File: config.mk
export PLATFORM = sky130hd
export DESIGN_NAME = evt_filter_counter
export DESIGN_NICKNAME = d
export VERILOG_FILES = /design/src/rtl/evt_counter_pkg.sv /design/src/rtl/evt_gate.sv /design/src/rtl/evt_threshold.sv /design/src/rtl/evt_accum.sv /design/src/rtl/evt_filter_counter.sv
export SDC_FILE = /design/constraint.sdc
export NUM_CORES = 1
export LEC_CHECK = 0
export CORE_MARGIN = 4
export CORE_UTILIZATION = 40
export DETAILED_ROUTE_END_ITERATION = 6
export HOLD_SLACK_MARGIN = 0.08
export PLACE_DENSITY = 0.74
export SKIP_CTS_REPAIR_TIMING = 1
export SLEW_MARGIN = 20
export SYNTH_ARGS = -nofsm -noshare
export SYNTH_HDL_FRONTEND = slang
export SYNTH_SLANG_ARGS = --single-unit
File: constraint.sdc
create_clock -name clk -period 4.1 [get_ports clk]
set_input_delay 0.615 -clock clk [delete_from_list [all_inputs] [get_ports clk]]
set_output_delay 0.615 -clock clk [all_outputs]
set_load 0.05 [all_outputs]
File: src/rtl/evt_counter_pkg.sv
package evt_counter_pkg;

  typedef enum logic [1:0] {
    TM_IDLE   = 2'd0,
    TM_SOLO   = 2'd1,
    TM_PAIR   = 2'd2,
    TM_EITHER = 2'd3
  } thread_mode_e;

  // Thread-activity gate for one cycle.
  function automatic logic mode_allows(thread_mode_e m, logic [1:0] act);
    logic r;
    case (m)
      TM_IDLE:   r = (act == 2'b00);
      TM_SOLO:   r = ^act;
      TM_PAIR:   r = &act;
      default:   r = |act;
    endcase
    return r;
  endfunction

  // Privilege enable lookup: bit 2*t for kernel, bit 2*t+1 for user.
  function automatic logic priv_allows(logic [3:0] en, logic tid, logic kern);
    return en[{tid, ~kern}];
  endfunction

endpackage

File: src/rtl/evt_gate.sv
module evt_gate
  import evt_counter_pkg::*;
#(
  parameter int EVT_W = 4,
  parameter int NTHR  = 2,
  localparam int SUM_W = EVT_W + $clog2(NTHR) + 1
) (
  input  logic                  clk,
  input  logic                  rst_n,
  input  logic                  cfg_enable,
  input  logic [1:0]            cfg_thread_mode,
  input  logic [3:0]            cfg_priv_en,
  input  logic                  cfg_cascade,
  input  logic [NTHR-1:0]       thr_active,
  input  logic [NTHR-1:0]       thr_kernel,
  input  logic [NTHR*EVT_W-1:0] evt_cnt,
  input  logic                  cascade_in,
  output logic [SUM_W-1:0]      qual_sum,
  output logic                  cycle_ok,
  output logic                  armed
);

  logic [NTHR-1:0][SUM_W-1:0] part;

  for (genvar t = 0; t < NTHR; t++) begin : g_thr
    logic allow;
    assign allow   = priv_allows(cfg_priv_en, t[0], thr_kernel[t]);
    assign part[t] = allow ? SUM_W'(evt_cnt[t*EVT_W +: EVT_W]) : '0;
  end

  always_comb begin
    qual_sum = '0;
    for (int t = 0; t < NTHR; t++) qual_sum = qual_sum + part[t];
  end

  always_ff @(posedge clk or negedge rst_n) begin
    if (!rst_n) armed <= 1'b0;
    else        armed <= cfg_cascade & (armed | cascade_in);
  end

  logic mode_ok, chain_ok;
  assign mode_ok  = mode_allows(thread_mode_e'(cfg_thread_mode), thr_active);
  assign chain_ok = ~cfg_cascade | armed | cascade_in;
  assign cycle_ok = cfg_enable & mode_ok & chain_ok;

endmodule

File: src/rtl/evt_threshold.sv
module evt_threshold #(
  parameter int SUM_W = 6,
  parameter int THR_W = 4,
  localparam int CMP_W = (SUM_W > THR_W) ? SUM_W : THR_W
) (
  input  logic             clk,
  input  logic             rst_n,
  input  logic [SUM_W-1:0] qual_sum,
  input  logic             cfg_cmp_en,
  input  logic             cfg_cmp_inv,
  input  logic [THR_W-1:0] cfg_threshold,
  input  logic             cfg_edge,
  output logic [SUM_W-1:0] step,
  output logic             hit
);

  function automatic logic cmp_fn(logic [CMP_W-1:0] a, logic [CMP_W-1:0] b, logic inv);
    return inv ? (a <= b) : (a > b);
  endfunction

  logic hit_q, rise;

  assign hit  = cmp_fn(CMP_W'(qual_sum), CMP_W'(cfg_threshold), cfg_cmp_inv);
  assign rise = hit & ~hit_q;

  always_ff @(posedge clk or negedge rst_n) begin
    if (!rst_n) hit_q <= 1'b0;
    else        hit_q <= hit;
  end

  always_comb begin
    if (!cfg_cmp_en)    step = qual_sum;
    else if (cfg_edge)  step = SUM_W'(rise);
    else                step = SUM_W'(hit);
  end

endmodule

File: src/rtl/evt_accum.sv
module evt_accum #(
  parameter int CNT_W = 40,
  parameter int SUM_W = 6,
  parameter int NTHR  = 2
) (
  input  logic             clk,
  input  logic             rst_n,
  input  logic             cycle_ok,
  input  logic [SUM_W-1:0] step,
  input  logic             wr_en,
  input  logic [CNT_W-1:0] wr_data,
  input  logic             ovf_clr,
  input  logic             cfg_force_irq,
  input  logic [NTHR-1:0]  cfg_irq_en,
  output logic [CNT_W-1:0] count,
  output logic             ovf,
  output logic [NTHR-1:0]  irq,
  output logic             wrap,
  output logic             bump
);

  logic [CNT_W:0]   total;
  logic [SUM_W-1:0] add;
  logic             bump_q;

  assign add   = cycle_ok ? step : '0;
  assign total = {1'b0, count} + (CNT_W+1)'(add);
  assign bump  = ~wr_en & (add != '0);
  assign wrap  = ~wr_en & total[CNT_W];

  always_ff @(posedge clk or negedge rst_n) begin
    if (!rst_n) begin
      count  <= '0;
      ovf    <= 1'b0;
      bump_q <= 1'b0;
    end else begin
      count  <= wr_en ? wr_data : total[CNT_W-1:0];
      ovf    <= wrap | (ovf & ~ovf_clr);
      bump_q <= bump;
    end
  end

  for (genvar t = 0; t < NTHR; t++) begin : g_irq
    assign irq[t] = cfg_irq_en[t] & (cfg_force_irq ? bump_q : ovf);
  end

endmodule

File: src/rtl/evt_filter_counter.sv
module evt_filter_counter #(
  parameter int CNT_W = 40,
  parameter int EVT_W = 4,
  parameter int THR_W = 4,
  localparam int NTHR  = 2,
  localparam int SUM_W = EVT_W + $clog2(NTHR) + 1
) (
  input  logic                  clk,
  input  logic                  rst_n,
  input  logic                  cfg_enable,
  input  logic [1:0]            cfg_thread_mode,
  input  logic [3:0]            cfg_priv_en,
  input  logic                  cfg_cmp_en,
  input  logic                  cfg_cmp_inv,
  input  logic [THR_W-1:0]      cfg_threshold,
  input  logic                  cfg_edge,
  input  logic                  cfg_force_irq,
  input  logic [NTHR-1:0]       cfg_irq_en,
  input  logic                  cfg_cascade,
  input  logic [NTHR-1:0]       thr_active,
  input  logic [NTHR-1:0]       thr_kernel,
  input  logic [NTHR*EVT_W-1:0] evt_cnt,
  input  logic                  cascade_in,
  input  logic                  wr_en,
  input  logic [CNT_W-1:0]      wr_data,
  input  logic                  ovf_clr,
  output logic [CNT_W-1:0]      count,
  output logic                  ovf,
  output logic [NTHR-1:0]       irq
);

  logic [SUM_W-1:0] qual_sum;
  logic [SUM_W-1:0] step;
  logic             cycle_ok;
  logic             armed;
  logic             cmp_hit;
  logic             wrap;
  logic             bump;

  evt_gate #(.EVT_W(EVT_W), .NTHR(NTHR)) gate_i (
    .clk(clk), .rst_n(rst_n),
    .cfg_enable(cfg_enable), .cfg_thread_mode(cfg_thread_mode),
    .cfg_priv_en(cfg_priv_en), .cfg_cascade(cfg_cascade),
    .thr_active(thr_active), .thr_kernel(thr_kernel),
    .evt_cnt(evt_cnt), .cascade_in(cascade_in),
    .qual_sum(qual_sum), .cycle_ok(cycle_ok), .armed(armed)
  );

  evt_threshold #(.SUM_W(SUM_W), .THR_W(THR_W)) thr_i (
    .clk(clk), .rst_n(rst_n), .qual_sum(qual_sum),
    .cfg_cmp_en(cfg_cmp_en), .cfg_cmp_inv(cfg_cmp_inv),
    .cfg_threshold(cfg_threshold), .cfg_edge(cfg_edge),
    .step(step), .hit(cmp_hit)
  );

  evt_accum #(.CNT_W(CNT_W), .SUM_W(SUM_W), .NTHR(NTHR)) acc_i (
    .clk(clk), .rst_n(rst_n), .cycle_ok(cycle_ok), .step(step),
    .wr_en(wr_en), .wr_data(wr_data), .ovf_clr(ovf_clr),
    .cfg_force_irq(cfg_force_irq), .cfg_irq_en(cfg_irq_en),
    .count(count), .ovf(ovf), .irq(irq), .wrap(wrap), .bump(bump)
  );

endmodule

# Yosys cells after proc, flatten, opt, wreduce, memory -nomap -nowiden
# Cells that the tools add are included.
[op_classes]
addsub = 2
n_mux = 13
eq_ne = 2
bitwise_logic = 19
order_cmp = 4
n_reduce_logical = 6
[ops]
columns = ["operator", "count"]
rows = [
  ["40-bit by 6-bit adder with 41-bit output", 1],
  ["40-bit two-way mux", 1],
  ["6-bit two-way mux", 2],
  ["1-bit AND", 9],
  ["4-bit two-way mux", 2],
  ["1-bit two-way mux", 7],
  ["6-bit adder", 1],
  ["6-bit by 4-bit > comparator with 1-bit output", 1],
  ["6-bit by 4-bit <= comparator with 1-bit output", 1],
  ["1-bit NOT", 6],
  ["6-bit nonzero test", 1],
  ["2-bit logical NOT", 2],
  ["1-bit OR", 4],
  ["1-bit by 3-bit less-than comparator with 1-bit output, second input constant", 1],
  ["2-bit by 3-bit less-than comparator with 1-bit output, second input constant", 1],
  ["1-bit one-hot mux with 3 select lines", 1],
  ["2-bit by 1-bit equality test with 1-bit output, second input constant", 1],
  ["2-bit equality test, second input constant", 1],
  ["2-bit AND reduction", 1],
  ["2-bit OR reduction", 1],
  ["2-bit XOR reduction", 1],
]
[totals]
ff_bits = 44
out_inout_bits = 43
inputBits = 75
wordCells = 51

# Longest topological paths before layout
[depth]
word_depth = 14
depth_mapped = 23
depth_no_buf = 21

# Modules after synthesis
# Synthesis repeated with hierarchy kept, for this count alone.
[hier_totals]
hier_cells = 365
hier_area_um2 = 3206.8
[by_module_without_submodules]
columns = ["module", "cells_per_inst", "seq_area_each_um2", "instances", "area_per_inst_um2"]
rows = [
  ["evt_accum", 293, 1051.0, 1, 2606.2],
  ["evt_gate", 42, 25.0, 1, 346.6],
  ["evt_threshold", 30, 25.0, 1, 254.0],
]

# Worst setup path after synthesis
# Ideal clock, no wire load.
[synth_path]
path_kind = "input to register"
start = "in thr_kernel[0]"
end = "reg acc_i.count[26]"
required_ps = 4018
n_path_buf = 2
setup_ps = 82
cell_stages = 21
arrival_ps = 4713
slack_ps = -695
cell_sequence = "mux2i_1 -> nor2b_1 -> ha_1 -> fa_1 -> ha_1 -> nor2b_1 -> o21a_1 -> o311ai_0 -> nand4_1 -> inv_1 -> a32o_1 -> ha_1 -> inv_1 -> fa_1 -> nor2b_1 -> o31a_1 -> buf_2 -> o211ai_1 -> clkbuf_1 -> or4_1 -> a31oi_1"
[synth_via]
elab_chain_cells = 12
elab_cells_between_ends = 13
classes_between = "2 x add/sub; 2 x order compare; 8 x mux; 1 x bitwise"
[synth_lines]
columns = ["item", "line", "rtl"]
rows = [
  ["start, declared", "evt_filter_counter.sv:21", "input logic [NTHR-1:0] thr_kernel,"],
  ["1-bit two-way mux (implied by the code) (*) (2 in a row)", "evt_counter_pkg.sv:24", "return en[{tid, ~kern}];"],
  ["4-bit two-way mux (*)", "evt_gate.sv:28", "assign part[t] = allow ? SUM_W'(evt_cnt[t*EVT_W +: EVT_W]) : '0;"],
  ["6-bit adder (*)", "evt_gate.sv:33", "for (int t = 0; t < NTHR; t++) qual_sum = qual_sum + part[t];"],
  ["6-bit by 4-bit > comparator with 1-bit output or 6-bit by 4-bit <= comparator with 1-bit output (tied branches)", "evt_threshold.sv:18", "return inv ? (a <= b) : (a > b);"],
  ["1-bit two-way mux (*)", "evt_threshold.sv:18", ""],
  ["named net cmp_hit", "evt_filter_counter.sv:36", "logic cmp_hit;"],
  ["1-bit AND", "evt_threshold.sv:24", "assign rise = hit & ~hit_q;"],
  ["1-bit two-way mux (*)", "evt_threshold.sv:33", "else if (cfg_edge) step = SUM_W'(rise);"],
  ["6-bit two-way mux (*)", "evt_threshold.sv:32", "if (!cfg_cmp_en) step = qual_sum;"],
  ["6-bit two-way mux (*)", "evt_accum.sv:26", "assign add = cycle_ok ? step : '0;"],
  ["40-bit by 6-bit adder with 41-bit output (*)", "evt_accum.sv:27", "assign total = {1'b0, count} + (CNT_W+1)'(add);"],
  ["40-bit two-way mux (*)", "evt_accum.sv:37", "count <= wr_en ? wr_data : total[CNT_W-1:0];"],
  ["end signal, assigned", "evt_accum.sv:37", ""],
  ["end, declared", "evt_accum.sv:15", "output logic [CNT_W-1:0] count,"],
]
# Mark *: on every way through the listed nets, which the timed path passes. The rest lies on a longest branch. The select of a mux whose other input is x is not followed.

# Worst setup path after layout
[layout_path]
start = "in thr_kernel[0]"
end = "reg acc_i.count[28]"
# The elaborated chain is that of the path after synthesis.

==> flow_summary_export.csv <==
group,metric,value,unit
die,die-area,0.009149,sq mm
outcome,outcome,"finished, violations left",
worst_setup_path,path_class,"in2reg",
worst_setup_path,cpPeakStageDelay,0.62,ns
clock_network,cts_tree,"done",
detailed_routing,drtAntennaViolNets,0,
final_layout,final_layout_size_suffix_gt1_share,19.88,%
worst_setup_path,rr_worst_depth,13,
worst_setup_path,crit_chain,"buf_6, mux2i_4, nor2b_1, ha_2, fa_2, ha_4, nor2b_4, o21a_1, o311ai_2, nand4_1, inv_2, a32o_1, ha_2, inv_2, fa_2, nor2b_2, o31a_1, o211ai_1, buf_4, or4_4, a31oi_1",
worst_setup_path,cp_max_fo,4,
die,start_util,41.70,%
clock_network,clock_latency,0.31,ns
yosys,synth.distinct_cells,46,
worst_setup_path,timing.rr.end,"acc_i.count[28]",
timing,setup_ws,-0.7589,ns
timing,period_minus_slack,4.859,ns
yosys,synth_common_cells,"dfrtp_1, nand2_1, o21ai_0",
detailed_routing,routed_via_density,5.444,
global_routing,grt_pass1_vias,3219,
yosys,syn_area,0.003073,sq mm
detailed_routing,routedWlPerCell,16.13,um
detailed_routing,vias,3250,
worst_setup_path,cp.required,4.32,ns
placement,detailedPlace.worstSlack,-1.315,ns
timing,slew_headroom,57.41,%
die,core,0.007370,sq mm
global_routing,grt_pass1_wl,14.38,mm
final_layout,antenna_cells,0,
yosys,synth_mux_area_share,2.769,%
detailed_routing,drc,0,
clock_network,clkTransAtPathRegs,0.09,ns
yosys,synth-compound-area-share,17.59,%
clock_network,cts_buffer_depth,2,
timing,final-setup-viol-count,37,
yosys,yosys.area.top_type_share,35.83,%
worst_setup_path,path_buf_inv,4,
placement,dp_hpwl,6.954,mm
yosys,synth_enable_flop_cells,0,
final_layout,areaGrowthSynthToFinish,61.85,%
timing,rsz0062_at_grt,"yes",
yosys,yosys.area_share.simple,24.59,%
worst_setup_path,crit_slowest_cell,"fa_2",
die,io_pins,118,
worst_setup_path,reg2reg_from,"gate_i.armed",
worst_setup_path,cp-start-kind,"input port",
yosys,ys.flop_type,"dfrtp_1",
flow_run,maxCapViolCount,0,
yosys,synth-adder-area-share,7.410,%
yosys,avgSynthCellArea,8.730,sq um
timing,clock.fmax,0.2058,GHz
final_layout,fin_nets,589,
min_path,min_path_type,"in2async",
worst_setup_path,crit_family,"adder cells",
worst_setup_path,cp.arrival,5.08,ns
die,num_rows,31,
final_layout,fin_util,67.49,%
timing,hold_violations,0,
clock_network,htreeDepth,2,
die,dieWidth,95.65,um
timing,tightest_slew,0.6340,ns
clock_network,cts-buffers-inserted,5,
clock_network,root_buffer,"clkbuf_8",
yosys,synth_area_leaders,"dfrtp_1, ha_1, o21ai_0",
global_routing,grt_usage,19.50,%
detailed_routing,finalWirelength,9.631,mm
yosys,yosysMostFrequentCell,"dfrtp_1",
detailed_routing,dr.pass1.iters,4,
detailed_routing,dr.first_iter.drc_count,95,
timing,slew_violations,0,
yosys,syn_inst,352,
worst_setup_path,end_kind,"flip-flop",
yosys,synth_nets,444,
outcome,violations,"setup timing",
yosys,yosys_register_bits,44,
yosys,ys_warn_count,0,
worst_setup_path,rrSetupSlack,0.84,ns
power,power.total,0.001480,W
yosys,yosys.area.top_type,"dfrtp_1",
yosys,yosys.area_share.xor_xnor,7.410,%
power,power.density,297.5,mW/mm^2
yosys,synth_top_family_by_area,"simple AND/OR/NAND/NOR gates",
placement,place_congestion,0.8682,
die,die_h,95.65,um
global_routing,grt_remaining_overflow,0,
power,irDropWorstVdd,176.2,uV
yosys,async_flop_share,100.0,%
timing,finClkSkew,0.01243,ns
global_routing,grt_max_degree,68,
clock_network,cts.sinks,44,
power,power.leakage,2.087,nW
global_routing,antenna_found_initial,0,
placement,port_buffers,117,
yosys,synth-seq-area-share,35.83,%
timing,fin_crit_sh,118.5,%
[cell families after synthesis]
logic type,after synthesis
AO/OA/AOI/OAI,82
multiplexers,8
AND/OR/NAND/NOR,140
XOR/XNOR,26
flip-flops,44
buffers and inverters,35
adder cells (fa/ha/maj),17
[power breakdown]
group / internal (W) / leakage, nW / switching (W)
Combinational: 0.000261 / 1.50 / 0.000325
Clock: 0.000199 / 0.0614 / 0.000159
Sequential: 0.000478 / 0.524 / 0.0000572
Total: 0.000939 / 2.09 / 0.000541
[per-stage QoR]
step	hold WS [ns]	area [sq um]	TNS (ns)	instances
global route	0.3334	4974	-23.51	597
CTS	0.5024	4658	-28.99	589
finish	0.2864	4974	-18.03	597
detailed placement	0.4928	4537	-41.52	581
floorplan	0.3194	3115	-6.825	352
global placement	0.4874	4537	-35.45	581
[routing by layer]
| layer | track usage [%] | wire length (um) |
|---|---|---|
| met5 | 0 | 0 |
| met4 | 7.346 | 214 |
| met3 | 3.157 | 458 |
| met2 | 34.63 | 4879 |
| met1 | 23.49 | 4079 |
[final cells by class]
cell class              instances  area [sq um]
flip-flops and latches         44          1101
clock inverters                 2         38.79
well taps                      99         123.9
clock buffers                   6         82.58
inverters                      21         78.83
multi-input cells             274          2121
fillers                       591          2396
repair buffers                151          1428
[sequential cells by signal, indices dropped and copies added (netlist names)]
register	flops
thr_i.hit_q	1
acc_i.count	40
acc_i.bump_q	1
gate_i.armed	1
acc_i.ovf	1
[cell usage in the layout (no fill, tap or decap), types with 4 or more instances in the layout]
master / n
nor2_1: 13
or4_1: 7
nand2_1: 40
a22oi_1: 5
inv_1: 18
nor2b_1: 14
dlymetal6s2s_1: 4
ha_1: 10
buf_4: 33
a31oi_1: 5
o21ai_0: 27
mux2_2: 4
o211ai_1: 6
xor2_1: 15
and3_1: 9
nand3_1: 19
nand4_1: 11
a21o_1: 5
clkbuf_8: 6
or3_1: 7
clkdlybuf4s50_1: 106
dfrtp_1: 44
o21ai_2: 4
xnor2_1: 8
[how the worst max path moves through the flow]
stage / startpoint / to / slack, ns / depth (start not counted)
4_1_cts: thr_kernel[0] / acc_i.count[28] / -1.0 / 21
2_1_floorplan: thr_kernel[0] / acc_i.count[26] / -0.43 / 21
3_3_place_gp: thr_kernel[0] / acc_i.count[24] / -1.06 / 21
6_report: thr_kernel[0] / acc_i.count[28] / -0.76 / 21
3_5_place_dp: thr_kernel[0] / acc_i.count[28] / -1.31 / 21
5_1_grt: cfg_priv_en[0] / acc_i.count[26] / -0.90 / 21
Note: power is estimated with default switching activity, not from simulation.
